==> src/rtl/ival_timer_pkg.sv <==
`timescale 1ns/1ps
// Package: register addresses and shared constants for the interval timer.
package ival_timer_pkg;
    localparam int ADDR_W = 3;

    // Register map; counter-high must stay distinct from latch-high since
    // only the former commits the latch into the counter.
    typedef enum logic [ADDR_W-1:0] {
        RA_CNT_LO = 3'd0,
        RA_CNT_HI = 3'd1,
        RA_LAT_LO = 3'd2,
        RA_LAT_HI = 3'd3,
        RA_CTRL   = 3'd4
    } reg_addr_e;
endpackage

==> src/rtl/ival_timer_regs.sv <==
`timescale 1ns/1ps
// ival_timer_regs: holds the reload latch and control byte, decodes writes.
// Assumes byte-wide writes; latch is two DATA_W lanes. Produces the load
// request and value for the counter and the flag-clear strobe.
module ival_timer_regs
    import ival_timer_pkg::*;
#(
    parameter int DATA_W   = 8,
    parameter int MODE_BIT = 6,
    localparam int CNT_W   = 2 * DATA_W
) (
    input  logic              clk,
    input  logic              rst_n,
    input  logic              wr_en,
    input  logic [ADDR_W-1:0] addr,
    input  logic [DATA_W-1:0] wdata,
    output logic [CNT_W-1:0]  latch_q,
    output logic [DATA_W-1:0] ctrl_q,
    output logic              cont_mode,
    output logic              load_req,
    output logic [CNT_W-1:0]  load_val,
    output logic              flag_clr
);
    logic wr_lo, wr_hi;

    // Decode write strobes for each lane.
    always_comb begin
        wr_lo    = wr_en && (addr == RA_CNT_LO || addr == RA_LAT_LO);
        wr_hi    = wr_en && (addr == RA_CNT_HI || addr == RA_LAT_HI);
        load_req = wr_en && (addr == RA_CNT_HI);
        flag_clr = wr_hi;
        load_val = {wdata, latch_q[DATA_W-1:0]};
        cont_mode = ctrl_q[MODE_BIT];
    end

    // Latch low lane.
    always_ff @(posedge clk) begin
        if (!rst_n)     latch_q[DATA_W-1:0] <= '1;
        else if (wr_lo) latch_q[DATA_W-1:0] <= wdata;
    end

    // Latch high lane.
    always_ff @(posedge clk) begin
        if (!rst_n)     latch_q[CNT_W-1:DATA_W] <= '1;
        else if (wr_hi) latch_q[CNT_W-1:DATA_W] <= wdata;
    end

    // Control byte.
    always_ff @(posedge clk) begin
        if (!rst_n)                            ctrl_q <= '0;
        else if (wr_en && addr == RA_CTRL)     ctrl_q <= wdata;
    end
endmodule

==> src/rtl/ival_timer_count.sv <==
`timescale 1ns/1ps
// ival_timer_count: the down-counter. A load wins over a tick. In
// continuous mode a tick at all-ones reloads from the latch. Flags the
// cycle in which a tick will bring the count to zero.
module ival_timer_count #(
    parameter int CNT_W = 16
) (
    input  logic             clk,
    input  logic             rst_n,
    input  logic             tick,
    input  logic             load,
    input  logic [CNT_W-1:0] load_val,
    input  logic             cont,
    input  logic [CNT_W-1:0] latch,
    output logic [CNT_W-1:0] cnt_q,
    output logic             zero_hit
);
    logic [CNT_W-1:0] step_val;
    logic             at_top;

    // Next value for a tick: reload or decrement.
    always_comb begin
        at_top   = (cnt_q == '1);
        step_val = (cont && at_top) ? latch : cnt_q - 1'b1;
        zero_hit = tick && !load && (step_val == '0);
    end

    // Counter register.
    always_ff @(posedge clk) begin
        if (!rst_n)     cnt_q <= '1;
        else if (load)  cnt_q <= load_val;
        else if (tick)  cnt_q <= step_val;
    end


    load_chk: assert property (@(posedge clk) disable iff (!rst_n)
        load |=> cnt_q == $past(load_val));

    hold_chk: assert property (@(posedge clk) disable iff (!rst_n)
        (!tick && !load) |=> $stable(cnt_q));

    dec_chk: assert property (@(posedge clk) disable iff (!rst_n)
        (tick && !load && !(cont && cnt_q == '1)) |=> cnt_q == CNT_W'($past(cnt_q) - 1'b1));

    reload_chk: assert property (@(posedge clk) disable iff (!rst_n)
        (tick && !load && cont && cnt_q == '1) |=> cnt_q == $past(latch));
endmodule

==> src/rtl/ival_timer_event.sv <==
`timescale 1ns/1ps
// ival_timer_event: turns zero hits into the interrupt pulse and pending
// flag. Tracks one-shot arming: a load (or reset) arms, any zero disarms.
module ival_timer_event (
    input  logic clk,
    input  logic rst_n,
    input  logic zero_hit,
    input  logic load,
    input  logic cont,
    input  logic flag_clr,
    output logic irq_set,
    output logic flag_q
);
    logic armed_q;
    logic fire;

    // Decide whether this zero is reported.
    always_comb fire = zero_hit && (cont || armed_q);

    // Arm on load, disarm on any zero.
    always_ff @(posedge clk) begin
        if (!rst_n)        armed_q <= 1'b1;
        else if (load)     armed_q <= 1'b1;
        else if (zero_hit) armed_q <= 1'b0;
    end

    // Pulse register.
    always_ff @(posedge clk) begin
        if (!rst_n) irq_set <= 1'b0;
        else        irq_set <= fire;
    end

    // Pending flag; set beats clear.
    always_ff @(posedge clk) begin
        if (!rst_n)        flag_q <= 1'b0;
        else if (fire)     flag_q <= 1'b1;
        else if (flag_clr) flag_q <= 1'b0;
    end


    pulse_flag_chk: assert property (@(posedge clk) disable iff (!rst_n)
        irq_set |-> flag_q);

    pulse_width_chk: assert property (@(posedge clk) disable iff (!rst_n)
        irq_set |=> !irq_set);

    oneshot_chk: assert property (@(posedge clk) disable iff (!rst_n)
        (!armed_q && !cont && !load) |=> !irq_set);
endmodule

==> src/rtl/ival_timer.sv <==
`timescale 1ns/1ps
// ival_timer: top of the latched interval timer. Wires the register
// file, counter and event logic, and muxes read data. Assumes a single
// clock domain and a synchronous active-low reset.
module ival_timer
    import ival_timer_pkg::*;
#(
    parameter int DATA_W   = 8,
    parameter int MODE_BIT = 6,
    localparam int CNT_W   = 2 * DATA_W
) (
    input  logic              clk,
    input  logic              rst_n,
    input  logic              tick,
    input  logic              wr_en,
    input  logic [ADDR_W-1:0] addr,
    input  logic [DATA_W-1:0] wdata,
    output logic [DATA_W-1:0] rdata,
    output logic              irq_set,
    output logic              irq_flag
);
    logic [CNT_W-1:0]  latch_q, load_val, cnt_q;
    logic [DATA_W-1:0] ctrl_q;
    logic              cont_mode, load_req, flag_clr, zero_hit;

    ival_timer_regs #(.DATA_W(DATA_W), .MODE_BIT(MODE_BIT)) u_regs (
        .clk(clk), .rst_n(rst_n), .wr_en(wr_en), .addr(addr), .wdata(wdata),
        .latch_q(latch_q), .ctrl_q(ctrl_q), .cont_mode(cont_mode),
        .load_req(load_req), .load_val(load_val), .flag_clr(flag_clr)
    );

    ival_timer_count #(.CNT_W(CNT_W)) u_count (
        .clk(clk), .rst_n(rst_n), .tick(tick), .load(load_req),
        .load_val(load_val), .cont(cont_mode), .latch(latch_q),
        .cnt_q(cnt_q), .zero_hit(zero_hit)
    );

    ival_timer_event u_event (
        .clk(clk), .rst_n(rst_n), .zero_hit(zero_hit), .load(load_req),
        .cont(cont_mode), .flag_clr(flag_clr),
        .irq_set(irq_set), .flag_q(irq_flag)
    );

    // Read mux by address.
    always_comb begin
        case (addr)
            RA_CNT_LO: rdata = cnt_q[DATA_W-1:0];
            RA_CNT_HI: rdata = cnt_q[CNT_W-1:DATA_W];
            RA_LAT_LO: rdata = latch_q[DATA_W-1:0];
            RA_LAT_HI: rdata = latch_q[CNT_W-1:DATA_W];
            RA_CTRL:   rdata = ctrl_q;
            default:   rdata = '0;
        endcase
    end


    zero_cnt_chk: assert property (@(posedge clk) disable iff (!rst_n)
        irq_set |-> cnt_q == '0);
endmodule

==> config.mk <==
export PLATFORM = sky130hd
export DESIGN_NAME = ival_timer
export DESIGN_NICKNAME = d
export VERILOG_FILES = /design/src/rtl/ival_timer_pkg.sv /design/src/rtl/ival_timer_regs.sv /design/src/rtl/ival_timer_count.sv /design/src/rtl/ival_timer_event.sv /design/src/rtl/ival_timer.sv
export SDC_FILE = /design/constraint.sdc
export NUM_CORES = 1
export LEC_CHECK = 0
export BUFFER_PORTS_ARGS = -buffer_cell sky130_fd_sc_hd__buf_2
export CELL_PAD_IN_SITES_DETAIL_PLACEMENT = 0
export CELL_PAD_IN_SITES_GLOBAL_PLACEMENT = 2
export CORE_MARGIN = 8
export CORE_UTILIZATION = 37
export CTS_CLUSTER_SIZE = 20
export DETAILED_ROUTE_END_ITERATION = 12
export GPL_TIMING_DRIVEN = 0
export PLACE_DENSITY_LB_ADDON = 0.12
export SYNTH_ARGS = -nofsm -noshare
export SYNTH_HDL_FRONTEND = slang
export SYNTH_SLANG_ARGS = --single-unit
==> constraint.sdc <==
create_clock -name clk -period 5.7 [get_ports clk]
set_input_delay 0.285 -clock clk [delete_from_list [all_inputs] [get_ports clk]]
set_output_delay 0.285 -clock clk [all_outputs]
set_load 0.01 [all_outputs]
==> results.md, run 1 <==
- Fill cell count: 828
- # resized after CTS: 0
- Hold slack: 0.273 ns
- Data arrival, critical path: approximately 3.2 ns
- Status: completed
- Final period util: 0.515
- First-pass GRT wire length: 15300 µm
- Initial antenna violation count: 0
- Synth Area in Adders: 0.00929
- P&R area growth vs syn: 11.7%
- Die W: around 100 µm
- Antenna cells: 0
- Crit-path slowest cell: nor3b_1
- Most common library cell in the layout ignoring fill and taps: nand2_1
- Vias in the first global route: 2665
- Final Hold Fails: 0
- CP cell instances: clkbuf_1 > inv_1 > ha_1 > nor3b_1 > nand3_1 > xnor2_1 > a221o_1 > nor4_2 > nand4_2 > a21o_1
- Max Used Layer: met4
- Tot Pwr: 635 µW
- WP buf/inv: 2
- Synthesis Warnings: 0
- Met1 WL: 4760 µm
- Synth Area in XOR/XNOR: 0.0423
- Maximum vdd drop: around 92 µV
- CTS tree: done
- Multi-input gate area: 1680 µm²
- RSZ-0062 raised after global routing: no
- Initial core utilization: 0.377
- Simple-gate portion of the synthesized area: 0.295
- Largest net degree at the start of global routing: 14
- Mapped cell area: 2690 µm²
- # setup viols final: 0
- Critical path class: register to register
- CTS hold repair buffers: 0
- Max Cap Violations: 0
- DRC errors left: 0
- CP endpoint kind: register
- Layout Cells excl Fill: 491
- Syn_area_per_cell: 7.42 µm²
- DP HPWL: between 7000 and 8000 µm
- Mux share of post-synthesis cell area: 0.0641
- P_leak: ~0.0012 µW
- Slew HR: 0.252
- First DRT Iteration DRCs: 252
- Later-pin clock latency in the skew report: approximately 0.3 ns
- Reg area: roughly 860 µm²
- Slowest stage delay, CP: 0.46 ns
- Placed cells: 483
- GPL Wtd Cong: 0.848
- FFs w/ async S/R, synth: 0
- Post-synthesis compound-gate area fraction: 0.214
- Clock transition at path regs: ~0.09 ns
- Routed Antenna Nets: 0
- Worst slew pin tran: 1.11 ns
- Setup TNS: 0 ns
- Largest family of logic cells by synthesized area: simple AND/OR/NAND/NOR gates
- Max clock buf depth: 2
- Syn Nets: 380
- Skew final: around 0.007 ns
- Commonest cells after routing, fill and taps aside: nand2_1, dfxtp_1, nor2_1, buf_2, clkbuf_1
- Metal2 WL: 4570 µm
- Data required time of the worst path: 5.91 ns
- Post-CTS Setup Bufs: 0
- Nets: 408
- Routed wire per std cell: slightly above 20 µm
- Post-synth EDFFs: 0
- Period minus WS final: 2.94 ns
- Prevailing post-synth register cell: dfxtp_1
- Standard-cell rows: 31
- Worst hold path class: input pin to register
- CP Max Fanout: 8
- I/O pin cnt: 25
- DIE AREA: between 10000 and 15000 µm²
- Share of cells above drive strength 1: 0.112
- Power Dens Cells: 211 nW/µm²
- Remaining global-route overflow: 0
- Sink Count: 43
- GRT Total Usage: 0.198
- Initial DRT Pass Iterations: 4
- Post-Route WL: 9910 µm
- PortBufs: 21
- Fmax: roughly 340 MHz
- Via Count: 2725
- Crit path launch type: register
- Root buffer cell: clkbuf_8
- Top delay family on crit path: simple AND/OR/NAND/NOR gates
- Met3 wire length: 439 µm
- Post-Synthesis Cells: around 360
- Sequential area share after synthesis: 0.320
- Vias per cell: 5.55
- CTS Buf Count: 5
- Cell variety after synth: 56
- Die Y: between 100 and 150 µm
- CTS H-tree depth: 2
- Fin. max-slew vios: 0
- Number of synthesized register bits: 43
- Core area: 7140 µm²
- Final Util: 0.421
where the power goes:
group / switching, µW / internal, µW
Sequential: 14.4 / 312
Clock: 116 / 86.0
Combinational: 68.8 / 38.2
flip-flops by register name, indices dropped and copies added, names as in the netlist:
register,count
u_event.flag_q,1
u_regs.latch_q,16
u_regs.ctrl_q,8
u_event.armed_q,1
u_count.cnt_q,16
u_event.irq_set,1
area by class of cell:
class	instances	area share
clock buffer	6	0.0241
inverter	9	0.0112
multi-input combinational	283	0.559
timing repair buffer	21	0.0349
tap	99	0.0412
clock inverter	2	0.00416
sequential	43	0.286
buffer	28	0.0391
worst paths after layout:
kind / from / end / slack [ns] / depth (start not counted)
worst max register to register: u_count.cnt_q[0]$_SDFFE_PN1P_ / u_event.armed_q$_SDFFE_PP1P_ / 2.76 / 10
worst min-delay path: wdata[4] / u_regs.latch_q[12]$_SDFFE_PN1P_ / 0.27 / 3
worst min register to register: u_event.armed_q$_SDFFE_PP1P_ / u_event.armed_q$_SDFFE_PP1P_ / 0.46 / 1
worst max-delay path: u_count.cnt_q[0]$_SDFFE_PN1P_ / u_event.armed_q$_SDFFE_PP1P_ / 2.76 / 10
layer usage:
layer / up-vias / global-route usage
met3: 14 / 0.0282
met5: - / 0
li1: 1348 / -
met4: 0 / 0.0481
met1: 1292 / 0.268
met2: 71 / 0.322
cell usage after synthesis, drive strengths merged, types with 2 or more instances:
cell type | instances | share of area
a211oi | 3 | 0.0084
a21boi | 8 | 0.022
a21o | 2 | 0.0056
a21oi | 20 | 0.037
a31oi | 3 | 0.0070
and3b | 2 | 0.0065
buf | 7 | 0.014
clkbuf | 21 | 0.029
dfxtp | 43 | 0.32
ha | 2 | 0.0093
inv | 8 | 0.011
mux2i | 15 | 0.056
nand2 | 77 | 0.11
nand2b | 4 | 0.0093
nand3 | 20 | 0.037
nand3b | 3 | 0.0084
nand4 | 6 | 0.016
nor2 | 25 | 0.035
nor3 | 6 | 0.011
nor3b | 4 | 0.011
nor4 | 5 | 0.014
o211ai | 5 | 0.016
o21a | 2 | 0.0056
o21ai | 16 | 0.030
o221ai | 3 | 0.012
o22ai | 13 | 0.030
o311a | 2 | 0.0074
o311ai | 3 | 0.0098
or2 | 2 | 0.0046
or3 | 2 | 0.0065
or4 | 5 | 0.017
xnor2 | 8 | 0.026
xor2 | 5 | 0.016
tightest hold or removal path: cells and delay by family:
| kind | cells | cell delay, ns |
|---|---|---|
| buffers and inverters | 1 | 0.13 |
| and+or+nand+nor | 2 | 0.13 |
logic make-up after synthesis:
kind of cell	after synthesis
simple gates	165
compound gates	87
flops	43
buf+inv	37
mux	16
xor+xnor	13
fa+ha+maj	2
stage by stage:
step | worst slack (ns) | instance area (µm²)
floorplan | 3.27 | 2690
global placement | 2.80 | 2920
detailed placement | 2.77 | 2920
CTS | 2.75 | 3010
global route | 2.56 | 3010
finish | 2.76 | 3010
No activity file was read; power rests on OpenSTA's default activity.
==> inputs of run 2 (changes only) <==
Settings changed: CORE_UTILIZATION 37 to 31.
Clock period 5.7 ns to 2.7 ns, I/O delays scaled along.
==> run 2 against run 1 <==
Largest cell class unchanged. Core utilization down 5.1 points. Flip-flop and latch count unchanged. Critical path type unchanged. Clock power grew to 2.6 times the previous value. Critical path depth shrank 2. Critical endpoint unchanged.
==> results.md, run 2 (synthesis results as in run 1) <==
- First-pass GRT wire length: 15800 µm
- First DRT Iteration DRCs: 159
- Placed cells: between 400 and 500
- Remaining global-route overflow: 0
- Standard-cell rows: 34
- Slowest stage delay, CP: approximately 0.57 ns
- Sw frac: 0.296
- Status: completed
- P_leak: 0.00130 µW
- Max Cap Violations: 0
- PortBufs: 21
- Routed Antenna Nets: 0
- CTS hold repair buffers: 0
- Sink Count: 43
- Period minus WS final: roughly 2.6 ns
- Post-Route WL: 10200 µm
- Crit path launch type: register
- CTS tree: done
- Maximum vdd drop: around 180 µV
- Die Y: 109 µm
- NetSw: 428 µW
- Power share of the clock group: 0.357
- Reg power frac: 0.481
- I/O pin cnt: 25
- Largest net degree at the start of global routing: 14
- Critical path class: register to register
- Final period util: 0.964
- Routed wire per std cell: between 20 and 25 µm
- Top Registers: u_count.cnt_q (16), u_regs.latch_q (16), u_regs.ctrl_q (8)
- Nets: 409
- Fill cell count: 950
- DP HPWL: 7650 µm
- Vias per cell: roughly 5.5
- CP endpoint kind: register
- GRT Total Usage: 0.177
- Post-route worst setup slack: 0.0969 ns
- CP cell instances: clkbuf_4 > or4_4 > or2_1 > or4_1 > xor2_2 > o21a_1 > nand4_2 > a21o_1
- Max clock buf depth: 2
- Core area: 8590 µm²
- Via Count: 2766
- Most common library cell in the layout ignoring fill and taps: nand2_1
- Slew HR: 0.357
- Share of cells above drive strength 1: 0.173
- Fin. max-slew vios: 0
- Layout Cells excl Fill: 500
- Initial core utilization: 0.313
- GPL Wtd Cong: about 0.84
- P&R area growth vs syn: 18.2%
- # setup viols final: 0
- Worst slew pin tran: between 0.9 and 1 ns
- Combinational share of power: 0.162
- Initial DRT Pass Iterations: 4
- Setup TNS: 0 ns
- Final Hold Fails: 0
- DIE AREA: 11900 µm²
- Commonest cells after routing, fill and taps aside: nand2_1, dfxtp_1, buf_2, nor2_1, a21oi_1
- Root buffer cell: clkbuf_8
- CTS Buf Count: 5
- Power Dens Cells: 453 nW/µm²
- CP Max Fanout: 8
- Int Pwr: 1020 µW
- Setup WS pre-CTS: -0.427 ns
- Crit-path slowest cell: or4_4
- Die W: 109 µm
- Initial antenna violation count: 0
- Clock transition at path regs: 0.09 ns
- DRC errors left: 0
- CTS H-tree depth: 2
- Hold slack: 0.119 ns
- Skew final: approximately 0.0046 ns
- Fmax: 384 MHz
- Worst hold path class: input pin to register
- Data arrival, critical path: 2.81 ns
- Antenna cells: 0
- Vias in the first global route: 2742
- Later-pin clock latency in the skew report: ~0.30 ns
- Data required time of the worst path: 2.91 ns
[run 2: through the flow]
| stage | util | area [µm²] | power (µW) |
|---|---|---|---|
| 2_1_floorplan | - | 2690 | 834 |
| 3_3_place_gp | 0.341 | 2930 | 930 |
| 3_5_place_dp | 0.341 | 2930 | 928 |
| 4_1_cts | 0.359 | 3090 | 1450 |
| 5_1_grt | 0.371 | 3180 | 1510 |
| 6_report | 0.371 | 3180 | 1440 |
[run 2: power groups by stage]
stage | combinational, µW | clock, µW | sequential [µW]
2_1_floorplan | 143 | 0 | 691
3_3_place_gp | 225 | 0 | 705
3_5_place_dp | 224 | 0 | 704
4_1_cts | 226 | 532 | 692
5_1_grt | 259 | 556 | 698
6_report | 234 | 516 | 694
[run 2: layout make-up]
| cell class | instances | area [µm²] | area share |
|---|---|---|---|
| flip-flops and latches | 43 | 866 | 0.272 |
| inverters | 9 | 33.8 | 0.0106 |
| clock inverters | 2 | 37.5 | 0.0118 |
| plain buffers | 25 | 114 | 0.0358 |
| repair buffers | 25 | 135 | 0.0424 |
| clock buffers | 5 | 68.8 | 0.0216 |
| well taps | 108 | 135 | 0.0424 |
| multi-input cells | 283 | 1790 | 0.563 |
[run 2: worst paths after layout]
kind,cells after the start,slack (ns),to,start
setup reg to reg,8,0.1,u_event.armed_q$_SDFFE_PP1P_,u_count.cnt_q[4]$_SDFFE_PN1P_
hold / removal,3,0.12,u_regs.latch_q[3]$_SDFFE_PN1P_,wdata[3]
setup / recovery,8,0.1,u_event.armed_q$_SDFFE_PP1P_,u_count.cnt_q[4]$_SDFFE_PN1P_
hold reg to reg,1,0.46,u_event.armed_q$_SDFFE_PP1P_,u_event.armed_q$_SDFFE_PP1P_
[run 2: timing repair]
item / in CTS / in global routing
gates resized for setup: 9 / 21
buffers inserted: 1 / 3
endpoints found under the setup margin: 4 / 7
cloned: 0 / 0
pin swaps: 0 / 4
[run 2: per-layer routing]
layer  global-route usage  up-vias  part of all wire
li1                     -     1351                 -
met1                0.231     1336              0.47
met2                0.286       64              0.46
met3               0.0390       15             0.055
met4               0.0540        0             0.022
met5                    0        -                 0
[run 2: critical path, delay by kind of cell, from the launching register on]
family | cells | cell delay (ns)
and+or+nand+nor | 4 | 1.46
DFF | 1 | 0.30
AOI/OAI and AO/OA | 2 | 0.38
buffers and inverters | 1 | 0.19
xor gates and xnor gates | 1 | 0.18
